--- src/rtl/dmm_pkg.sv ---
package dmm_pkg;
  // Source chosen for a read response
  typedef enum logic [1:0] {
    PICK_NONE    = 2'd0,
    PICK_PRIMARY = 2'd1,
    PICK_MIRROR  = 2'd2,
    PICK_FAILED  = 2'd3
  } pick_e;
endpackage

--- src/rtl/dmm_rst_sync.sv ---
module dmm_rst_sync (
  input  logic clk,
  input  logic arst_n,
  output logic rst_n_sync
);
  logic [1:0] sr_q;

  always_ff @(posedge clk or negedge arst_n) begin
    if (!arst_n) sr_q <= 2'b00;
    else         sr_q <= {sr_q[0], 1'b1};
  end

  assign rst_n_sync = sr_q[1];
endmodule

--- src/rtl/dmm_addr_map.sv ---
module dmm_addr_map #(
  parameter  int N_MOD  = 8,
  parameter  int MOD_AW = 12,
  localparam int SEL_W  = $clog2(N_MOD),
  localparam int AW     = SEL_W + MOD_AW
) (
  input  logic [AW-1:0]    addr,
  input  logic             duplex,
  output logic [SEL_W-1:0] prim_idx,
  output logic [SEL_W-1:0] mirr_idx,
  output logic             addr_err
);
  // Duplex pairs are (2k, 2k+1); the top address bit is out of range
  always_comb begin
    if (duplex) begin
      prim_idx = {addr[AW-2:MOD_AW], 1'b0};
      mirr_idx = {addr[AW-2:MOD_AW], 1'b1};
      addr_err = addr[AW-1];
    end else begin
      prim_idx = addr[AW-1:MOD_AW];
      mirr_idx = addr[AW-1:MOD_AW];
      addr_err = 1'b0;
    end
  end
endmodule

--- src/rtl/dmm_parity.sv ---
module dmm_parity #(
  parameter  int SYL_W  = 13,
  parameter  int N_SYL  = 2,
  localparam int WORD_W = SYL_W * N_SYL
) (
  input  logic [WORD_W-1:0] data,
  output logic [N_SYL-1:0]  par
);
  // Odd parity: each syllable together with its bit has an odd count of ones
  for (genvar g = 0; g < N_SYL; g++) begin : g_syl
    assign par[g] = ~^data[g*SYL_W +: SYL_W];
  end
endmodule

--- src/rtl/dup_mem_mgr.sv ---
module dup_mem_mgr
  import dmm_pkg::*;
#(
  parameter  int N_MOD   = 8,
  parameter  int MOD_AW  = 12,
  parameter  int SYL_W   = 13,
  parameter  int N_SYL   = 2,
  parameter  int CNT_W   = 16,
  localparam int SEL_W   = $clog2(N_MOD),
  localparam int AW      = SEL_W + MOD_AW,
  localparam int WORD_W  = SYL_W * N_SYL,
  localparam int STORE_W = WORD_W + N_SYL
) (
  input  logic                     clk,
  input  logic                     rst_n,
  input  logic                     req_valid,
  input  logic                     req_write,
  input  logic                     req_duplex,
  input  logic [AW-1:0]            req_addr,
  input  logic [WORD_W-1:0]        req_wdata,
  output logic                     resp_valid,
  output logic [WORD_W-1:0]        resp_rdata,
  output logic                     resp_from_mirror,
  output logic                     resp_uncorr,
  output logic                     resp_addr_err,
  output logic [CNT_W-1:0]         mirror_reads,
  output logic [N_MOD-1:0]         mod_en,
  output logic                     mod_we,
  output logic [MOD_AW-1:0]        mod_addr,
  output logic [STORE_W-1:0]       mod_wdata,
  input  logic [N_MOD*STORE_W-1:0] mod_rdata
);
  logic rst_n_q;

  dmm_rst_sync i_rst (.clk(clk), .arst_n(rst_n), .rst_n_sync(rst_n_q));

  // ---------------- request decode (combinational to modules)
  logic [SEL_W-1:0] dec_prim, dec_mirr;
  logic             dec_err;
  logic [N_SYL-1:0] wr_par;

  dmm_addr_map #(.N_MOD(N_MOD), .MOD_AW(MOD_AW)) i_map (
    .addr(req_addr), .duplex(req_duplex),
    .prim_idx(dec_prim), .mirr_idx(dec_mirr), .addr_err(dec_err)
  );

  dmm_parity #(.SYL_W(SYL_W), .N_SYL(N_SYL)) i_wpar (.data(req_wdata), .par(wr_par));

  always_comb begin
    mod_en = '0;
    if (req_valid && !dec_err) begin
      mod_en[dec_prim] = 1'b1;
      if (req_duplex) mod_en[dec_mirr] = 1'b1;
    end
  end

  assign mod_we    = req_valid && req_write && !dec_err;
  assign mod_addr  = req_addr[MOD_AW-1:0];
  assign mod_wdata = {wr_par, req_wdata};

  // ---------------- stage 1: request context while modules read
  logic             s1_valid_q, s1_write_q, s1_duplex_q, s1_err_q;
  logic [SEL_W-1:0] s1_prim_q, s1_mirr_q;

  always_ff @(posedge clk or negedge rst_n_q) begin
    if (!rst_n_q) begin
      s1_valid_q  <= 1'b0;
      s1_write_q  <= 1'b0;
      s1_duplex_q <= 1'b0;
      s1_err_q    <= 1'b0;
      s1_prim_q   <= '0;
      s1_mirr_q   <= '0;
    end else begin
      s1_valid_q <= req_valid;
      if (req_valid) begin
        s1_write_q  <= req_write;
        s1_duplex_q <= req_duplex;
        s1_err_q    <= dec_err;
        s1_prim_q   <= dec_prim;
        s1_mirr_q   <= dec_mirr;
      end
    end
  end

  // ---------------- copy selection
  logic [STORE_W-1:0] prim_word, mirr_word;
  logic [N_SYL-1:0]   prim_par, mirr_par;
  logic               prim_ok, mirr_ok;
  pick_e              pick;

  assign prim_word = mod_rdata[s1_prim_q*STORE_W +: STORE_W];
  assign mirr_word = mod_rdata[s1_mirr_q*STORE_W +: STORE_W];

  dmm_parity #(.SYL_W(SYL_W), .N_SYL(N_SYL)) i_ppar (.data(prim_word[WORD_W-1:0]), .par(prim_par));
  dmm_parity #(.SYL_W(SYL_W), .N_SYL(N_SYL)) i_mpar (.data(mirr_word[WORD_W-1:0]), .par(mirr_par));

  assign prim_ok = (prim_word[STORE_W-1:WORD_W] == prim_par);
  assign mirr_ok = (mirr_word[STORE_W-1:WORD_W] == mirr_par);

  always_comb begin
    if (!s1_valid_q || s1_write_q || s1_err_q) pick = PICK_NONE;
    else if (prim_ok)                          pick = PICK_PRIMARY;
    else if (s1_duplex_q && mirr_ok)           pick = PICK_MIRROR;
    else                                       pick = PICK_FAILED;
  end

  // ---------------- stage 2: response next-state
  logic [WORD_W-1:0] rdata_n;
  logic [CNT_W-1:0]  cnt_n;
  logic              cnt_en;

  always_comb begin
    case (pick)
      PICK_MIRROR:               rdata_n = mirr_word[WORD_W-1:0];
      PICK_PRIMARY, PICK_FAILED: rdata_n = prim_word[WORD_W-1:0];
      default:                   rdata_n = '0;
    endcase
    cnt_en = (pick == PICK_MIRROR) && (mirror_reads != {CNT_W{1'b1}});
    cnt_n  = mirror_reads + CNT_W'(1);
  end

  always_ff @(posedge clk or negedge rst_n_q) begin
    if (!rst_n_q) begin
      resp_valid       <= 1'b0;
      resp_rdata       <= '0;
      resp_from_mirror <= 1'b0;
      resp_uncorr      <= 1'b0;
      resp_addr_err    <= 1'b0;
      mirror_reads     <= '0;
    end else begin
      resp_valid       <= s1_valid_q;
      resp_from_mirror <= (pick == PICK_MIRROR);
      resp_uncorr      <= (pick == PICK_FAILED);
      resp_addr_err    <= s1_valid_q && s1_err_q;
      if (s1_valid_q) resp_rdata   <= rdata_n;
      if (cnt_en)     mirror_reads <= cnt_n;
    end
  end
endmodule

--- config.mk ---
export PLATFORM = sky130hd
export DESIGN_NAME = dup_mem_mgr
export DESIGN_NICKNAME = d
export VERILOG_FILES = /design/src/rtl/dmm_pkg.sv /design/src/rtl/dmm_rst_sync.sv /design/src/rtl/dmm_addr_map.sv /design/src/rtl/dmm_parity.sv /design/src/rtl/dup_mem_mgr.sv
export SDC_FILE = /design/constraint.sdc
export NUM_CORES = 1
export LEC_CHECK = 0
export BUFFER_PORTS_ARGS = -buffer_cell sky130_fd_sc_hd__buf_2
export CAP_MARGIN = 20
export CORE_AREA = 3 3 141 143
export DETAILED_ROUTE_END_ITERATION = 16
export DIE_AREA = 0 0 144 146
export MAX_ROUTING_LAYER = met4
export PLACE_DENSITY = 0.77
export SETUP_SLACK_MARGIN = 0.02
export SLEW_MARGIN = 20
export SYNTH_ARGS = -nofsm -noshare
export SYNTH_HDL_FRONTEND = slang
export SYNTH_SLANG_ARGS = --single-unit
--- constraint.sdc ---
create_clock -name clk -period 3.83 [get_ports clk]
set_input_delay 0.1915 -clock clk [delete_from_list [all_inputs] [get_ports clk]]
set_output_delay 0.1915 -clock clk [all_outputs]
set_load 0.02 [all_outputs]
==> results by group, run 1 <==
Global route
  • Met1 usage: between 20% and 30%
  • Gr usage total: 25.4%
  • Largest net degree at the start of global routing: 51
  • Grt ovf: 0
  • First-pass GRT wire length: 40.0 mm
  • Vias in the first global route: approximately 7000
  • M2 GR Usage: roughly 45%
  • GRT Max-Usage Layer: met2
  • Initial antenna violation count: 4
  • GR Util met3: 3.61%

Pwr
  • Total power: 4.29 mW
  • Power per Cell Area: 462 nW/um2
  • Worst vdd ir: 0.000448 V
  • P_leak: approximately 4.5 nW

Yosys
  • Cells taking the most area after synthesis: mux4_2 (25%), dfrtp_1 (19%), mux2i_1 (10%)
  • Seq/Total Area, Yosys: 18.9%
  • Syn Inst Count: 645
  • Post-synth EDFFs: 0
  • Share of the synthesized area in the top cell type: 24.6%
  • Synth warn: 0
  • Cell taking the most area after synthesis: mux4_2
  • Syn avg cell area: 11.5 um2
  • Netlist Area Pre-Place: ~7400 um2
  • Syn nets: 916
  • Async set or reset register ratio after synthesis: 100%
  • Unique masters post-synth: 46
  • Synthesized flop and latch total: 56
  • Ys flop type: dfrtp_1

Floorplan
  • # rows: 50
  • Boundary pin count: 365
  • Die Width: 144 um
  • Die Footprint: 21000 um2
  • Die height: roughly 150 um
  • Core area: 18700 um2
  • Initial cell density of the core: 39.6%

Timing
  • Slew Viols, Final: 0
  • RSZ-0062 raised after global routing: false
  • Final clock skew: slightly above 0.007 ns
  • Max-slew headroom: 48.6%
  • Fin crit share: roughly 95%
  • Setup TNS: 0 ns
  • Worst setup margin: 0.181 ns
  • Tmin final: between 3 and 4 ns
  • Achievable clock frequency: 0.274 GHz
  • Slew @ Worst Pin: 0.771 ns
  • Fin. Hold Viols: 0
  • Final Setup Violations: 0

Worst setup path
  • Reg2Reg Setup Slack: 0.18 ns
  • Worst R2R End: resp_rdata[0]
  • Reg-to-reg critical path startpoint: s1_prim_q[0]
  • Crit start category: register
  • Setup CP Type: register to register
  • Worst r2r path cells: 9
  • Required @ worst endpoint: 4.05 ns
  • Worst Setup End Kind: register
  • CP arrival: 3.87 ns
  • Crit Path Max Fanout: 14

Final layout
  • Filler cells: 1706
  • Commonest non-fill, non-tap cell in the layout: buf_2
  • Most frequent cells in the layout: buf_2 (340), mux4_2 (81), mux2i_1 (74), xnor2_1 (51), dfrtp_1 (51)
  • Area Growth Syn to Fin: 25.4%
  • Area of the multi-input gates: 5260 um2
  • Register cell area after layout: 1420 um2
  • Fraction of layout cells with a size suffix above 1: 55.5%
  • Final core utilization: 49.7%
  • Net count, final: about 1200

Hold path
  • Hold Crit Class: input pin to register
  • Hold Path Depth: 3
  • Worst hold path startpoint: req_write
  • Hold endpoint: s1_write_q

Route
  • Detailed-router iteration count before antenna repair: 4
  • Final WL: 26.6 mm
  • Post-route DRC: 0
  • ANT nets after route: 0
  • Initial DRC count: 365
  • Vias/cell: between 5 and 6
  • Via count: 6697
  • Wire length per cell: 22.6 um

Place
  • Pre-CTS setup slack: 0.109 ns
  • Final HPWL DP: about 22 mm
  • I/O Buffers: 340
  • Final RePlAce weighted congestion: slightly below 0.9

CTS
  • Sink Count: 56
  • Total CTS buffers: 5
  • Clk Latency, worst-skew pair: 0.30 ns
  • CTS max path bufs: 2
  • Root Driver: clkbuf_16
  • Worst-path clk slew: around 0.080 ns
  • CTS tree: yes
  • H-tree depth: 2

Run status
  • Run status: completed

Job
  • Max-cap viol count: 0
==> per-layer routing <==
layer | wire, um | share of wire, %
met3 | 1600 | 6.0
met1 | 10200 | 38
met4 | 588 | 2.2
met5 | 0 | 0
met2 | 14200 | 53
==> kinds of logic (layout without fill, tap and decap cells) <==
kind of cell | count (synthesis) | count (layout) | synth area share, %
multiplexers | 216 | 216 | 43.9
buffers and inverters | 122 | 415 | 10.6
XOR/XNOR | 96 | 96 | 12.6
AND/OR/NAND/NOR | 78 | 78 | 6.47
AO/OA/AOI/OAI | 75 | 75 | 7.34
flip-flops | 56 | 56 | 18.9
adder cells (fa/ha/maj) | 1 | 1 | 0.169
other | 1 | 4 | 0.0506
==> final cells by class <==
cell class	count	share of cell area, %
timing repair buffer	377	22.1
clock buffer	5	1.35
inverter	30	1.21
multi-input combinational	467	56.6
sequential	56	15.3
tap	234	3.15
clock inverter	3	0.269
antenna	3	0.0808
==> power breakdown <==
part / internal [mW] / leakage (nW) / switching, mW
Combinational: 1.42 / 3.70 / 1.55
Sequential: 0.728 / 0.721 / 0.0970
Clock: 0.249 / 0.0708 / 0.246
==> registers in the layout (all words and copies together), names as in the netlist <==
register          cells
s1_mirr_q             1
resp_rdata           26
s1_prim_q             3
s1_err_q              1
s1_valid_q            1
i_rst.sr_q            2
resp_valid            1
mirror_reads         16
resp_uncorr           1
resp_from_mirror      1
s1_duplex_q           1
s1_write_q            1
resp_addr_err         1
==> per-stage QoR <==
step                      hold WS, ns  std cells  area, um2
after global placement        -0.0201       1157       9050
after detailed placement      -0.0202       1157       9050
after CTS                       0.116       1166       9210
final                           0.126       1175       9290
after global routing            0.148       1175       9290
after floorplan                -0.104        645       7410
==> repair_timing <==
item                                   CTS  global route
setup endpoints to repair                0            23
hold buffers                             1             0
endpoints found under the hold margin    2             0
setup buffers                            0             6
gates resized for setup                  0             6
==> critical path, stage by stage, from the launching register on <==
cell and delay (ns):
dfrtp_4 0.58, mux4_2 0.54, mux2_2 0.31, xnor2_1 0.20
xor3_1 0.46, xnor3_1 0.46, o2111ai_4 0.30, buf_6 0.26
mux2_1 0.34, o22ai_1 0.11
==> worst max path at each step <==
stage | startpoint | endpoint | depth (start not counted)
floorplan | s1_prim_q[0] | resp_rdata[14] | 11
global placement | s1_prim_q[0] | resp_rdata[0] | 11
detailed placement | s1_prim_q[0] | resp_rdata[7] | 9
CTS | s1_prim_q[0] | resp_rdata[11] | 11
global route | s1_prim_q[0] | resp_rdata[21] | 11
finish | s1_prim_q[0] | resp_rdata[0] | 9
==> synthesized netlist by cell type, drive strengths merged, types with 2 or more instances <==
library cell / count
a21oi: 7
a221oi: 15
a31oi: 2
and2: 3
and3: 4
buf: 76
clkbuf: 16
dfrtp: 56
inv: 30
mux2: 61
mux2i: 74
mux4: 81
nand2: 15
nand2b: 5
nand3: 8
nand3b: 3
nor2: 13
nor2b: 3
nor3: 7
nor3b: 3
nor4: 8
o21ai: 7
o22ai: 41
xnor2: 53
xnor3: 5
xor2: 37
(Power assumes the default switching activity.)
==> run 2, diff against run 1 <==
clock period = 4.47 ns   (was 3.83 ns; I/O delays follow)
==> run 2 against run 1 <==
Against the previous run:
- combinational power fell by 18%
- critical path depth rose by 2
- routed wire length fell by 0.46%
- final area fell by 1.8%
- hold slack improved by 0.019 ns
- total power fell by 17%
- clock power fell by 15%
- via count fell by 2.0%
- first-iteration DRC count rose by 3.8%
- global-route usage fell by 0.16 points
- sequential cell count did not move
- largest cell class unchanged
==> results by group, run 2 (synthesized netlist as in run 1, its figures left out) <==
Final layout
  • Largest register FFs: 26 (unchanged)
  • Final Non-Filler Cells: 1162 (-1.1%)
  • Area Growth Syn to Fin: 23.1%
  • Net count, final: 1193 (-1.2%)
  • Fin area: 9130 um2 (-1.8%)
  • Commonest non-fill, non-tap cell in the layout: buf_2
  • Fraction of layout cells with a size suffix above 1: 54.5% (-1.0 points)
  • Largest Register: resp_rdata
  • Leading registers by flop count: resp_rdata (26), mirror_reads (16), s1_prim_q (3)
  • Most frequent cells in the layout: buf_2 (340), mux4_2 (81), mux2i_1 (74), xnor2_1 (52), dfrtp_1 (51)

Global route
  • Gr usage total: 25.2% (-0.16 points)
  • Largest net degree at the start of global routing: 55 (+7.8%)
  • Initial antenna violation count: 5 (+1)
  • First-pass GRT wire length: 39.7 mm (-0.91%)
  • Grt ovf: 0 (unchanged)
  • Vias in the first global route: 6966 (-0.92%)

Floorplan
  • Die height: 146 um (unchanged)
  • Die Footprint: 21000 um2 (unchanged)
  • Initial cell density of the core: 39.6% (unchanged)
  • # rows: 50 (unchanged)
  • Die Width: 144 um (unchanged)
  • Core area: 18700 um2 (unchanged)
  • Boundary pin count: 365 (unchanged)

Timing
  • Slew @ Worst Pin: 0.970 ns (+0.199 ns)
  • Tmin final: 3.94 ns (+0.292 ns)
  • Max-slew headroom: 35.3% (-13 points)
  • Slew Viols, Final: 0 (unchanged)
  • Setup TNS: 0 ns (unchanged)
  • Final Setup Violations: 0 (unchanged)
  • RSZ-0062 raised after global routing: false
  • Final clock skew: 0.00693 ns (-0.000126 ns)
  • Fin crit share: 88.2% (-7.1 points)
  • Achievable clock frequency: 0.254 GHz (-7.4%)
  • Fin. Hold Viols: 0 (unchanged)

Route
  • Initial DRC count: 379 (+3.8%)
  • Via count: 6560 (-2.0%)
  • Post-route DRC: 0 (unchanged)
  • Detailed-router iteration count before antenna repair: 4 (unchanged)
  • Vias/cell: 5.65 (-0.95%)
  • Final WL: 26.5 mm (-0.46%)
  • Wire length per cell: 22.8 um (+0.65%)
  • ANT nets after route: 0 (unchanged)

Pwr
  • Worst vdd ir: 0.000282 V (-37%)
  • P_leak: 4.39 nW (-2.2%)
  • Power per Cell Area: 392 nW/um2 (-15%)

Worst setup path
  • Crit Path Max Fanout: 27 (+13)
  • Required @ worst endpoint: 4.66 ns (+0.61 ns)
  • Setup CP Type: register to register
  • Worst Setup End Kind: register
  • CP arrival: 4.13 ns (+0.26 ns)
  • Crit start category: register

Job
  • Max-cap viol count: 0 (unchanged)

Run status
  • Run status: completed

CTS
  • Post-cts sizing count: 0 (unchanged)
  • Post-CTS Setup Inserts: 0 (unchanged)
  • Worst-path clk slew: 0.08 ns (about the same)
  • Total CTS buffers: 5 (unchanged)
  • CTS tree: yes
  • Clk Latency, worst-skew pair: 0.30 ns (about the same)
  • CTS max path bufs: 2 (unchanged)
  • Root Driver: clkbuf_16
  • H-tree depth: 2 (unchanged)
  • Sink Count: 56 (unchanged)

Place
  • I/O Buffers: 340 (unchanged)
  • Cell Area, Placed: 8950 um2 (-1.0%)
  • Final HPWL DP: 22.0 mm (+1.5%)
  • Cell count after placement: 1148 (-0.78%)
  • Final RePlAce weighted congestion: 0.878 (+0.24%)

Hold path
  • Hold Crit Class: input pin to register
==> run 2: changes by cell type in the layout (fill, tap and decap cells not counted) <==
cell      change
buf_4        -11
a221oi_1      +2
a221oi_2      -2
buf_12        -2
buf_6         -2
diode_2       +2
nor2b_2       +1
nor2b_4       -1
xnor2_1       +1
xnor2_2       -1
==> run 2: path summary, 6_finish.rpt <==
kind | slack, ns | cells after the start | from | end
worst max-delay path | 0.53 | 11 | s1_mirr_q[0] | resp_rdata[24]
worst min-delay path | 0.14 | 3 | req_write | s1_write_q
worst max register to register | 0.53 | 11 | s1_mirr_q[0] | resp_rdata[24]
worst min register to register | 0.36 | 0 | i_rst.sr_q[0] | i_rst.sr_q[1]
max in group asynchronous | 3.51 | 1 | i_rst.sr_q[1] | s1_prim_q[2]
min in group asynchronous | 0.24 | 2 | rst_n | i_rst.sr_q[0]
==> run 2: routing by layer <==
layer	GRT usage [%]	share of wire, %
met5	-	0
met4	9.93	3.4
met3	3.78	5.9
met2	42.7	52
met1	29.8	39
==> run 2: layout make-up <==
cell class / count / area (um2)
Tap cell: 234 / 293
Clock inverter: 3 / 25.0
Sequential cell: 56 / 1420
Inverter: 30 / 113
Multi-Input combinational cell: 467 / 5230
Antenna cell: 5 / 12.5
Timing Repair Buffer: 362 / 1910
Fill cell: 1716 / 9580
Clock buffer: 5 / 125
==> run 2: worst max-delay path, cell delays in order (launching register included) <==
cell	delay (ns)
dfrtp_4	0.75
buf_4	0.28
mux4_2	0.50
mux2i_1	0.31
xnor2_1	0.18
xnor2_1	0.16
xnor2_1	0.14
xnor3_1	0.48
o2111ai_4	0.13
buf_4	0.35
mux2_1	0.35
o22ai_1	0.13
==> run 2: report_power, final <==
| group | leakage (nW) | switching (mW) | total, mW | internal (mW) |
|---|---|---|---|---|
| Combinational | 3.60 | 1.28 | 2.44 | 1.16 |
| Sequential | 0.721 | 0.0973 | 0.722 | 0.625 |
| Clock | 0.0709 | 0.208 | 0.421 | 0.213 |
==> run 2: what timing repair did <==
item                       CTS  global route
setup endpoints to repair    0             0
hold buffers                 1             0
hold endpoints to repair     2             0
==> run 2: stage by stage <==
step | power, mW | worst slack (ns) | util, % | hold slack, ns
3_5_place_dp | 3.17 | 0.510 | 47.9 | 0.0104
5_1_grt | 3.79 | 0.275 | 48.8 | 0.161
2_1_floorplan | 2.58 | 1.22 | - | -0.0721
4_1_cts | 3.61 | 0.478 | 48.7 | 0.141
3_3_place_gp | 3.14 | 0.564 | 47.9 | 0.00934
6_report | 3.58 | 0.529 | 48.8 | 0.144
